<file path="config.mk">
export PLATFORM = sky130hd
export DESIGN_NAME = irq_resolver
export DESIGN_NICKNAME = d
export VERILOG_FILES = /design/src/rtl/irq_res_pkg.sv /design/src/rtl/irq_pend_update.sv /design/src/rtl/irq_arbiter.sv /design/src/rtl/irq_vector_out.sv /design/src/rtl/irq_resolver.sv
export SDC_FILE = /design/constraint.sdc
export NUM_CORES = 1
export LEC_CHECK = 0
export BUFFER_PORTS_ARGS = -buffer_cell sky130_fd_sc_hd__buf_4
export CAP_MARGIN = 25
export CORE_ASPECT_RATIO = 1.5
export CORE_MARGIN = 2
export CORE_UTILIZATION = 46
export CTS_BUF_LIST = sky130_fd_sc_hd__clkbuf_4 sky130_fd_sc_hd__clkbuf_8 sky130_fd_sc_hd__clkbuf_16
export CTS_CLUSTER_SIZE = 25
export DETAILED_ROUTE_END_ITERATION = 6
export HOLD_SLACK_MARGIN = 0.08
export PLACE_DENSITY_LB_ADDON = 0.08
export SLEW_MARGIN = 20
export SYNTH_ARGS = -nofsm -noshare
export SYNTH_HDL_FRONTEND = slang
export SYNTH_SLANG_ARGS = --single-unit
</file>
<file path="constraint.sdc">
create_clock -name clk -period 4.8 [get_ports clk]
set_input_delay 0.72 -clock clk [delete_from_list [all_inputs] [get_ports clk]]
set_output_delay 0.72 -clock clk [all_outputs]
set_load 0.01 [all_outputs]
</file>
<file path="src/rtl/irq_res_pkg.sv">
// Shared constants for the interrupt resolver.
// Assumes a fixed 32-line pending mask; special line numbers set priority.
package irq_res_pkg;
    localparam int LINES = 32;
    localparam int ID_W  = $clog2(LINES);
    localparam logic [ID_W-1:0] ID_NMI = ID_W'(26);
    localparam logic [ID_W-1:0] ID_SWT = ID_W'(27);
    localparam logic [ID_W-1:0] ID_ILL = ID_W'(28);
endpackage

</file>
<file path="src/rtl/irq_pend_update.sv">
// Pending-mask register. Each cycle it folds the peripheral pairs into their
// mapped lines (clears first, then sets), applies per-line raises, and drops
// the bits the arbiter consumed. Assumes PAIR_MAP holds ID_W-bit line numbers.
module irq_pend_update
    import irq_res_pkg::*;
#(
    parameter int PAIR_CNT = 8,
    parameter logic [PAIR_CNT*ID_W-1:0] PAIR_MAP = '0
) (
    input  logic                clk,
    input  logic                rst_n,
    input  logic [PAIR_CNT-1:0] flag_i,
    input  logic [PAIR_CNT-1:0] enable_i,
    input  logic [LINES-1:0]    raise_i,
    input  logic [LINES-1:0]    consume_i,
    output logic [LINES-1:0]    pending_o
);
    logic [LINES-1:0] set_m;
    logic [LINES-1:0] clr_m;
    logic [LINES-1:0] pend_q;

    // Build the per-line set and clear masks from the peripheral pairs.
    always_comb begin
        set_m = '0;
        clr_m = '0;
        for (int p = 0; p < PAIR_CNT; p++) begin
            if (flag_i[p] && enable_i[p])
                set_m[PAIR_MAP[p*ID_W +: ID_W]] = 1'b1;
            else
                clr_m[PAIR_MAP[p*ID_W +: ID_W]] = 1'b1;
        end
    end

    // Register the pending mask: clears, then consumption, then sets.
    always_ff @(posedge clk) begin
        if (!rst_n)
            pend_q <= '0;
        else
            pend_q <= (pend_q & ~clr_m & ~consume_i) | set_m | raise_i;
    end

    assign pending_o = pend_q;
endmodule

</file>
<file path="src/rtl/irq_arbiter.sv">
// Combinational layered arbiter. Order: software trap, illegal opcode,
// non-maskable (X gated, blocks all below while masked), then maskable lines
// lowest number first (I gated). Reports which bit, if any, is consumed.
module irq_arbiter
    import irq_res_pkg::*;
(
    input  logic [LINES-1:0] pending_i,
    input  logic             mask_x_i,
    input  logic             mask_i_i,
    output logic             hit_o,
    output logic [ID_W-1:0]  id_o,
    output logic [LINES-1:0] consume_o
);
    logic             low_hit;
    logic [ID_W-1:0]  low_id;

    // Find the lowest-numbered pending line.
    always_comb begin
        low_hit = 1'b0;
        low_id  = '0;
        for (int i = LINES - 1; i >= 0; i--) begin
            if (pending_i[i]) begin
                low_hit = 1'b1;
                low_id  = ID_W'(i);
            end
        end
    end

    // Apply the priority layers and mask gating.
    always_comb begin
        hit_o     = 1'b0;
        id_o      = '0;
        consume_o = '0;
        if (pending_i[ID_SWT]) begin
            hit_o = 1'b1;
            id_o  = ID_SWT;
            consume_o[ID_SWT] = 1'b1;
        end else if (pending_i[ID_ILL]) begin
            hit_o = 1'b1;
            id_o  = ID_ILL;
            consume_o[ID_ILL] = 1'b1;
        end else if (pending_i[ID_NMI]) begin
            if (!mask_x_i) begin
                hit_o = 1'b1;
                id_o  = ID_NMI;
                consume_o[ID_NMI] = 1'b1;
            end
        end else if (!mask_i_i && low_hit) begin
            hit_o = 1'b1;
            id_o  = low_id;
        end
    end
endmodule

</file>
<file path="src/rtl/irq_vector_out.sv">
// Registered accept stage: turns an evaluated selection into a one-cycle
// pulse with line number, vector address and the mask bit to set.
// Assumes the base addresses are even and leave room for LINES entries.
module irq_vector_out
    import irq_res_pkg::*;
#(
    parameter int ADDR_W = 16,
    parameter logic [ADDR_W-1:0] BASE_NORM = 16'hFFC0,
    parameter logic [ADDR_W-1:0] BASE_BOOT = 16'hBFC0
) (
    input  logic              clk,
    input  logic              rst_n,
    input  logic              eval_i,
    input  logic              hit_i,
    input  logic [ID_W-1:0]   id_i,
    input  logic              boot_i,
    output logic              take_o,
    output logic [ID_W-1:0]   take_id_o,
    output logic [ADDR_W-1:0] vec_addr_o,
    output logic              set_x_o,
    output logic              set_i_o
);
    logic [ADDR_W-1:0] base;
    logic              fire;

    // Pick the vector base and qualify the selection.
    always_comb begin
        base = boot_i ? BASE_BOOT : BASE_NORM;
        fire = eval_i && hit_i;
    end

    // Capture the accept pulse and its payload.
    always_ff @(posedge clk) begin
        if (!rst_n) begin
            take_o     <= 1'b0;
            take_id_o  <= '0;
            vec_addr_o <= '0;
            set_x_o    <= 1'b0;
            set_i_o    <= 1'b0;
        end else begin
            take_o     <= fire;
            take_id_o  <= fire ? id_i : '0;
            vec_addr_o <= fire ? base + ADDR_W'({id_i, 1'b0}) : '0;
            set_x_o    <= fire && (id_i == ID_NMI);
            set_i_o    <= fire && (id_i != ID_NMI);
        end
    end
endmodule

</file>
<file path="src/rtl/irq_resolver.sv">
// Top of the interrupt resolver: pending mask, layered arbiter, accept stage.
// Assumes the CPU samples the accept pulse and pushes state on its own.
module irq_resolver
    import irq_res_pkg::*;
#(
    parameter int PAIR_CNT = 8,
    parameter logic [PAIR_CNT*ID_W-1:0] PAIR_MAP =
        {5'd20, 5'd24, 5'd15, 5'd12, 5'd11, 5'd11, 5'd11, 5'd11},
    parameter int ADDR_W = 16,
    parameter logic [ADDR_W-1:0] BASE_NORM = 16'hFFC0,
    parameter logic [ADDR_W-1:0] BASE_BOOT = 16'hBFC0
) (
    input  logic                clk,
    input  logic                rst_n,
    input  logic [PAIR_CNT-1:0] flag_i,
    input  logic [PAIR_CNT-1:0] enable_i,
    input  logic [LINES-1:0]    raise_i,
    input  logic                mask_x_i,
    input  logic                mask_i_i,
    input  logic                boot_i,
    input  logic                eval_i,
    output logic [LINES-1:0]    pending_o,
    output logic                take_o,
    output logic [ID_W-1:0]     take_id_o,
    output logic [ADDR_W-1:0]   vec_addr_o,
    output logic                set_x_o,
    output logic                set_i_o
);
    logic             hit;
    logic [ID_W-1:0]  sel_id;
    logic [LINES-1:0] consume;
    logic [LINES-1:0] consume_q;

    // Consumption only happens on an evaluation cycle.
    always_comb consume_q = consume & {LINES{eval_i}};

    irq_pend_update #(.PAIR_CNT(PAIR_CNT), .PAIR_MAP(PAIR_MAP)) u_pend (
        .clk(clk), .rst_n(rst_n), .flag_i(flag_i), .enable_i(enable_i),
        .raise_i(raise_i), .consume_i(consume_q), .pending_o(pending_o)
    );

    irq_arbiter u_arb (
        .pending_i(pending_o), .mask_x_i(mask_x_i), .mask_i_i(mask_i_i),
        .hit_o(hit), .id_o(sel_id), .consume_o(consume)
    );

    irq_vector_out #(.ADDR_W(ADDR_W), .BASE_NORM(BASE_NORM), .BASE_BOOT(BASE_BOOT)) u_out (
        .clk(clk), .rst_n(rst_n), .eval_i(eval_i), .hit_i(hit), .id_i(sel_id),
        .boot_i(boot_i), .take_o(take_o), .take_id_o(take_id_o),
        .vec_addr_o(vec_addr_o), .set_x_o(set_x_o), .set_i_o(set_i_o)
    );
endmodule

</file>
After elaboration in Yosys (flattened, before gate mapping) --
Index checks and enable logic that the tools add are counted.
Storage, ports and cells: bits of input ports 54, register bits after elaboration 56, output and inout port bits 56, logic and storage cells 124
Operators by class: multiplexer cells 94, add/subtract/negate cells 1, equal/unequal tests 2, reduce and logical (&&, ||, !) cells 14, bitwise logic cells 7
Operators by type and width (number):
- 5-bit 2-to-1 mux | 34
- 32-bit bitwise AND | 2
- 1-bit 2-to-1 mux | 59
- 29-bit by 32-bit bitwise AND with 32-bit output | 1
- 25-bit NOT with 32-bit output | 1
- 32-bit NOT | 1
- 32-bit by 25-bit OR with 32-bit output | 1
- 32-bit OR | 1
- 16-bit by 6-bit adder with 16-bit output | 1
- 15-bit 2-to-1 mux | 1
- 1-bit logical AND | 12
- 5-bit == test (second input constant) | 1
- 5-bit inequality test (second input constant) | 1
- 2-bit AND reduction | 1
- 1-bit logical NOT | 1

Logic depth before layout (Yosys ltp) --
word-level depth 39, mapped depth 5, gate-level depth less buffers 5

Modules after synthesis --
Synthesis repeated with hierarchy kept, for this count alone.
Unflattened totals: cell total of the unflattened synthesis 280, area, all modules 2469.9 µm²
By module, submodules not included:
- irq_pend_update | instances 1, area an instance 1117.3 µm², cells each 100, seq. area each 640.6 µm²
- irq_arbiter | instances 1, area an instance 714.4 µm², cells each 108, seq. area each 0.0 µm²
- irq_vector_out | instances 1, area an instance 382.9 µm², cells each 37, seq. area each 200.2 µm²
- irq_resolver | instances 1, area an instance 255.2 µm², cells each 35, seq. area each 0.0 µm²

Worst setup path after synthesis --
No wires, ideal clock.
path type register -> register, start register u_pend.pend_q[19] (netlist: u_pend.pending_o[19]), end register u_out.take_id_o[3], required time 4.681 ns, arrival 1.589 ns, slack 3.093 ns, cell stages (with the launch flop) 6, path buffers 0, library setup time 0.119 ns, clock period less this slack 1.707 ns, path through dfxtp_1 -> or4_4 -> nor4_4 -> a31oi_1 -> a31oi_1 -> nor2_1
On the way: longest elaborated chain between the ends 27, elaborated cells between the ends (all ways) 51, those cells by class mux: 48; reduce/logical: 3
RTL lines:
- start, declared | RTL line irq_pend_update.sv:20 | logic [LINES-1:0] pend_q;
- start signal, assigned | RTL line irq_pend_update.sv:39 | pend_q <= (pend_q & ~clr_m & ~consume_i) | set_m | raise_i;
- 1-bit 2-to-1 mux (20 in series) | RTL line irq_arbiter.sv:22 | if (pending_i[i]) begin
- 1-bit logical AND | RTL line irq_arbiter.sv:48 | end else if (!mask_i_i && low_hit) begin
- 1-bit 2-to-1 mux | RTL line irq_arbiter.sv:48
- 1-bit 2-to-1 mux | RTL line irq_arbiter.sv:42 | end else if (pending_i[ID_NMI]) begin
- 1-bit 2-to-1 mux | RTL line irq_arbiter.sv:38 | end else if (pending_i[ID_ILL]) begin
- 1-bit 2-to-1 mux | RTL line irq_arbiter.sv:34 | if (pending_i[ID_SWT]) begin
- 1-bit logical AND | RTL line irq_vector_out.sv:29 | fire = eval_i && hit_i;
- 2-bit AND reduction (no line)
- end signal, assigned | RTL line irq_vector_out.sv:42 | take_id_o <= fire ? id_i : '0;
- end, declared | RTL line irq_vector_out.sv:18 | output logic [ID_W-1:0] take_id_o,
Parallel ways exist; a longest one is shown, timed or not. A chain may end at the register's enable or synchronous reset.

Worst setup path after layout --
start register u_pend.pend_q[7] (netlist: u_pend.pending_o[7]), end register u_out.set_i_o
On the way: longest elaborated chain between the ends 15, elaborated cells between the ends (all ways) 28, those cells by class eq/ne: 1; mux: 24; reduce/logical: 3
RTL lines:
- 1-bit 2-to-1 mux (8 in series) | RTL line irq_arbiter.sv:22
- 1-bit logical AND | RTL line irq_arbiter.sv:48
- 5-bit 2-to-1 mux or 1-bit 2-to-1 mux (tied branches) | RTL line irq_arbiter.sv:48
- 5-bit 2-to-1 mux or 1-bit 2-to-1 mux (tied branches) | RTL line irq_arbiter.sv:42
- 5-bit 2-to-1 mux or 1-bit 2-to-1 mux (tied branches) | RTL line irq_arbiter.sv:38
- 5-bit 2-to-1 mux or 1-bit 2-to-1 mux (tied branches) | RTL line irq_arbiter.sv:34
- 5-bit inequality test or 1-bit logical AND (tied branches) | RTL line irq_vector_out.sv:45, irq_vector_out.sv:29
- 1-bit logical AND * | RTL line irq_vector_out.sv:45 | set_i_o <= fire && (id_i != ID_NMI);
- end signal, assigned | RTL line irq_vector_out.sv:45
- end, declared | RTL line irq_vector_out.sv:21 | output logic set_i_o
Every way passes the cells marked *; elsewhere a longest branch is shown, timed or not.

==> flow_summary.yaml <==
outcome:
  outcome: "completed"
detailed_routing:
  initialDrtViolationCount: 50
  routed-via-count: 1691
  drc_errors: 0
  routed_via_density: 5.12
  first_pass_iters: 4
  post_route_wl_mm: 4.22
  routedWlPerCell_um: 12.8
  drtAntennaViolNets: 0
clocking:
  insertion_delay_ns: 0.29
  tritoncts: "yes"
  postCtsSetupRepairBufs: 0
  tritoncts.num_buffers: 5
  clock_sinks: 42
  post_cts_resized: 0
  hold_buffers: 0
  cts_h_tree_depth: 2
  max-clock-path-buffers: 2
  master_cell_of_the_clock_root_buffer: "clkbuf_8"
  clk_pin_slew_ns: 0.08
placed_design:
  dpl.cell_count: 322
  placed_cell_area_sq_um: 2540
  port-buffer-count: 108
  gp_congestion: 0.831
  place_hpwl_mm: 3.37
  place_ws_ns: 2.90
cells_and_area:
  fin_nets: 340
  most-common-layout-cells: "buf_4, dfxtp_1, o21a_1"
  final_cells: 330
  area_growth_pct: 45.9
  post_route_cells_drive_above_1_share_pct: 43.6
  final_common_cell: "buf_4"
  finished_layout_cell_area_sq_um: 2630
  antenna_cells_inserted: 0
synthesis:
  post-synth-top-area-fraction_pct: 46.6
  yosysUniqueCellTypes: 39
  synth_xor_area_share_pct: 0
  net_count_of_the_mapped_netlist: 244
  synth.yosys.seq_area_share_pct: 46.6
  synthSimpleGateAreaFrac_pct: 20.7
  yosys-mux-area-fraction_pct: 0
  yosys_most_used_dff: "dfxtp_1"
  main_combinational_cell_family_by_area_after_synthesis: "compound AO/OA/AOI/OAI gates"
  asyncSetResetFlopFracSynth_pct: 0
  synthesis.instances: 190
  synth_area_per_cell_sq_um: 9.50
  syn-cell-area_sq_um: 1800
  synth.largest_area_cell: "dfxtp_1"
  synth-compound-area-share_pct: 23.7
  synthesis.yosys.warnings: 0
  synthTopCellsByArea: "dfxtp_1, o21a_1, buf_4"
  synth.ff_latch_count: 42
  edff_count_synth: 0
  synthAdderAreaFrac_pct: 0
grt:
  met1_usage_pct: 20.4
  antenna_violations_before_repair: 0
  grt_max_degree: 35
  globalRouteMet3Util_pct: 5.58
  global_route.usage.total_pct: 19.9
  number_of_global_route_vias_before_repair: 1587
  globalRoute.busiestLayer: "met2"
  wire_length_of_the_first_global_routing_pass_mm: 6.53
  overflow: 0
  grtUsageMet2_pct: 36.9
timing:
  final.min_clock_period_ns: 1.79
  totalNegativeSetupSlack_ns: 0
  timing_max_transition_violations_final: 0
  grt_setup_unrepaired: "no"
  fin_skew_ns: 0.00729
  final_min_period_over_clock_period_pct: 37.3
  finalHoldViolations: 0
  report.final.setup_viol: 0
  timing.final.ws_setup_ns: 3.01
  max_freq_mhz: 558
worst_setup_path:
  timing.rr.start: "u_pend.pending_o[7]$_SDFF_PN0_"
  critical_path_class: "register to register"
  worstSetupEndpointType: "register"
  timing.critical_path.required_ns: 4.98
  crit-reg2reg-capture: "u_out.set_i_o$_SDFF_PN0_"
  rrSetupSlack_ns: 3.01
  critPathMaxFanout: 6
  timing.reg2reg.worst_path_depth: 5
  critical_path.startpoint_type: "register"
  cp_data_arrival_time_ns: 1.97
  timing.critical_path.from: "u_pend.pending_o[7]$_SDFF_PN0_"
power_and_ir_drop:
  cellPowerDensity_nw_per_um2: 300
  clock_power_share_pct: 29.3
  total_leakage_power_nw: 1.23
  power_frac_seq_pct: 50.7
  comb_power_share_pct: 20.0
  internal_dissipation_w: 0.000588
  swShare_pct: 25.6
  total_switching_power_w: 0.000202
  max-vdd-ir-drop_mv: 0.268
floorplanning:
  fp.dieW_um: 55.1
  fp-row-count: 27
  floorplan.initialDensity_pct: 48.6
  floorplan.die_area_sq_um: 4450
  die_height_um: 80.7
  floorplan.io_pins: 110
  core_region_area_sq_um: 3720
run:
  drv_cap: 0
hold_path:
  min_to: "u_pend.pending_o[31]$_SDFF_PN0_"
  holdPathStages: 1
  worst_hold_startpoint: "u_pend.pending_o[31]$_SDFF_PN0_"
  worstHoldPathType: "register to register"
==> metal layers <==
metal	up-vias	wire (um)
li1	860	-
met5	-	0
met3	5	268
met2	66	2350
met4	0	47
met1	760	1550
==> critical path, cell delays in order, from the launching register on <==
cell and delay [ns]:
dfxtp_1 0.36, or4_1 0.63, nor4b_4 0.28, a311oi_1 0.15, o21bai_2 0.20, nor2_1 0.07
==> Yosys cell counts (all sizes together) (3+ instances only) <==
cell    instances
dfxtp          42
clkbuf          3
a21oi          12
nand2b          4
o21a           25
or4             5
nor2           21
a311oi          3
inv             7
o21ai           3
nor3            4
nor4            3
buf            16
or3             5
nor2b           9
nand2           3
==> power by group through the flow <==
stage | logic, W | registers [W] | clock network, W
2_1_floorplan | 0.0000728 | 0.000413 | 0
3_3_place_gp | 0.000157 | 0.000408 | 0
3_5_place_dp | 0.000160 | 0.000409 | 0
4_1_cts | 0.000160 | 0.000401 | 0.000236
5_1_grt | 0.000173 | 0.000406 | 0.000254
6_report | 0.000158 | 0.000401 | 0.000231
==> registers in the layout, summed over array words and instances, names as in the netlist <==
| signal | cells |
|---|---|
| u_pend.pending_o | 32 |
| u_out.take_o | 1 |
| u_out.take_id_o | 4 |
| u_out.set_x_o | 1 |
| u_out.set_i_o | 1 |
| u_out.vec_addr_o | 3 |
==> worst max path at each step <==
stage / cells after the start / end / slack, ns
global placement: 5 / u_out.take_id_o[1]$_SDFF_PN0_ / 3.00
finish: 5 / u_out.set_i_o$_SDFF_PN0_ / 3.01
detailed placement: 5 / u_out.take_id_o[1]$_SDFF_PN0_ / 2.90
CTS: 5 / u_out.set_i_o$_SDFF_PN0_ / 3.01
floorplan: 5 / u_out.take_id_o[3]$_SDFF_PN0_ / 3.09
global route: 5 / u_out.take_id_o[2]$_SDFF_PN0_ / 2.87
==> cell families after synthesis <==
logic type             Yosys count
AO/OA/AOI/OAI                   60
buffers and inverters           26
flip-flops                      42
other                            1
AND/OR/NAND/NOR                 61
==> area by class of cell <==
| type | count | area [sq um] |
|---|---|---|
| multi-input cells | 122 | 806 |
| clock buffers | 7 | 90.1 |
| fillers | 312 | 1080 |
| clock inverters | 1 | 5.00 |
| repair buffers | 108 | 811 |
| inverters | 7 | 26.3 |
| flip-flops and latches | 42 | 841 |
| well taps | 43 | 53.8 |
==> stage by stage <==
step / power (W) / util [%] / hold slack [ns]
5_1_grt: 0.000833 / 70.8 / 0.563
2_1_floorplan: 0.000486 / - / 0.544
3_5_place_dp: 0.000569 / 68.3 / 0.518
6_report: 0.000790 / 70.8 / 0.526
4_1_cts: 0.000797 / 70.8 / 0.532
3_3_place_gp: 0.000566 / 68.3 / 0.516
No activity file was read; power rests on OpenSTA's default activity.
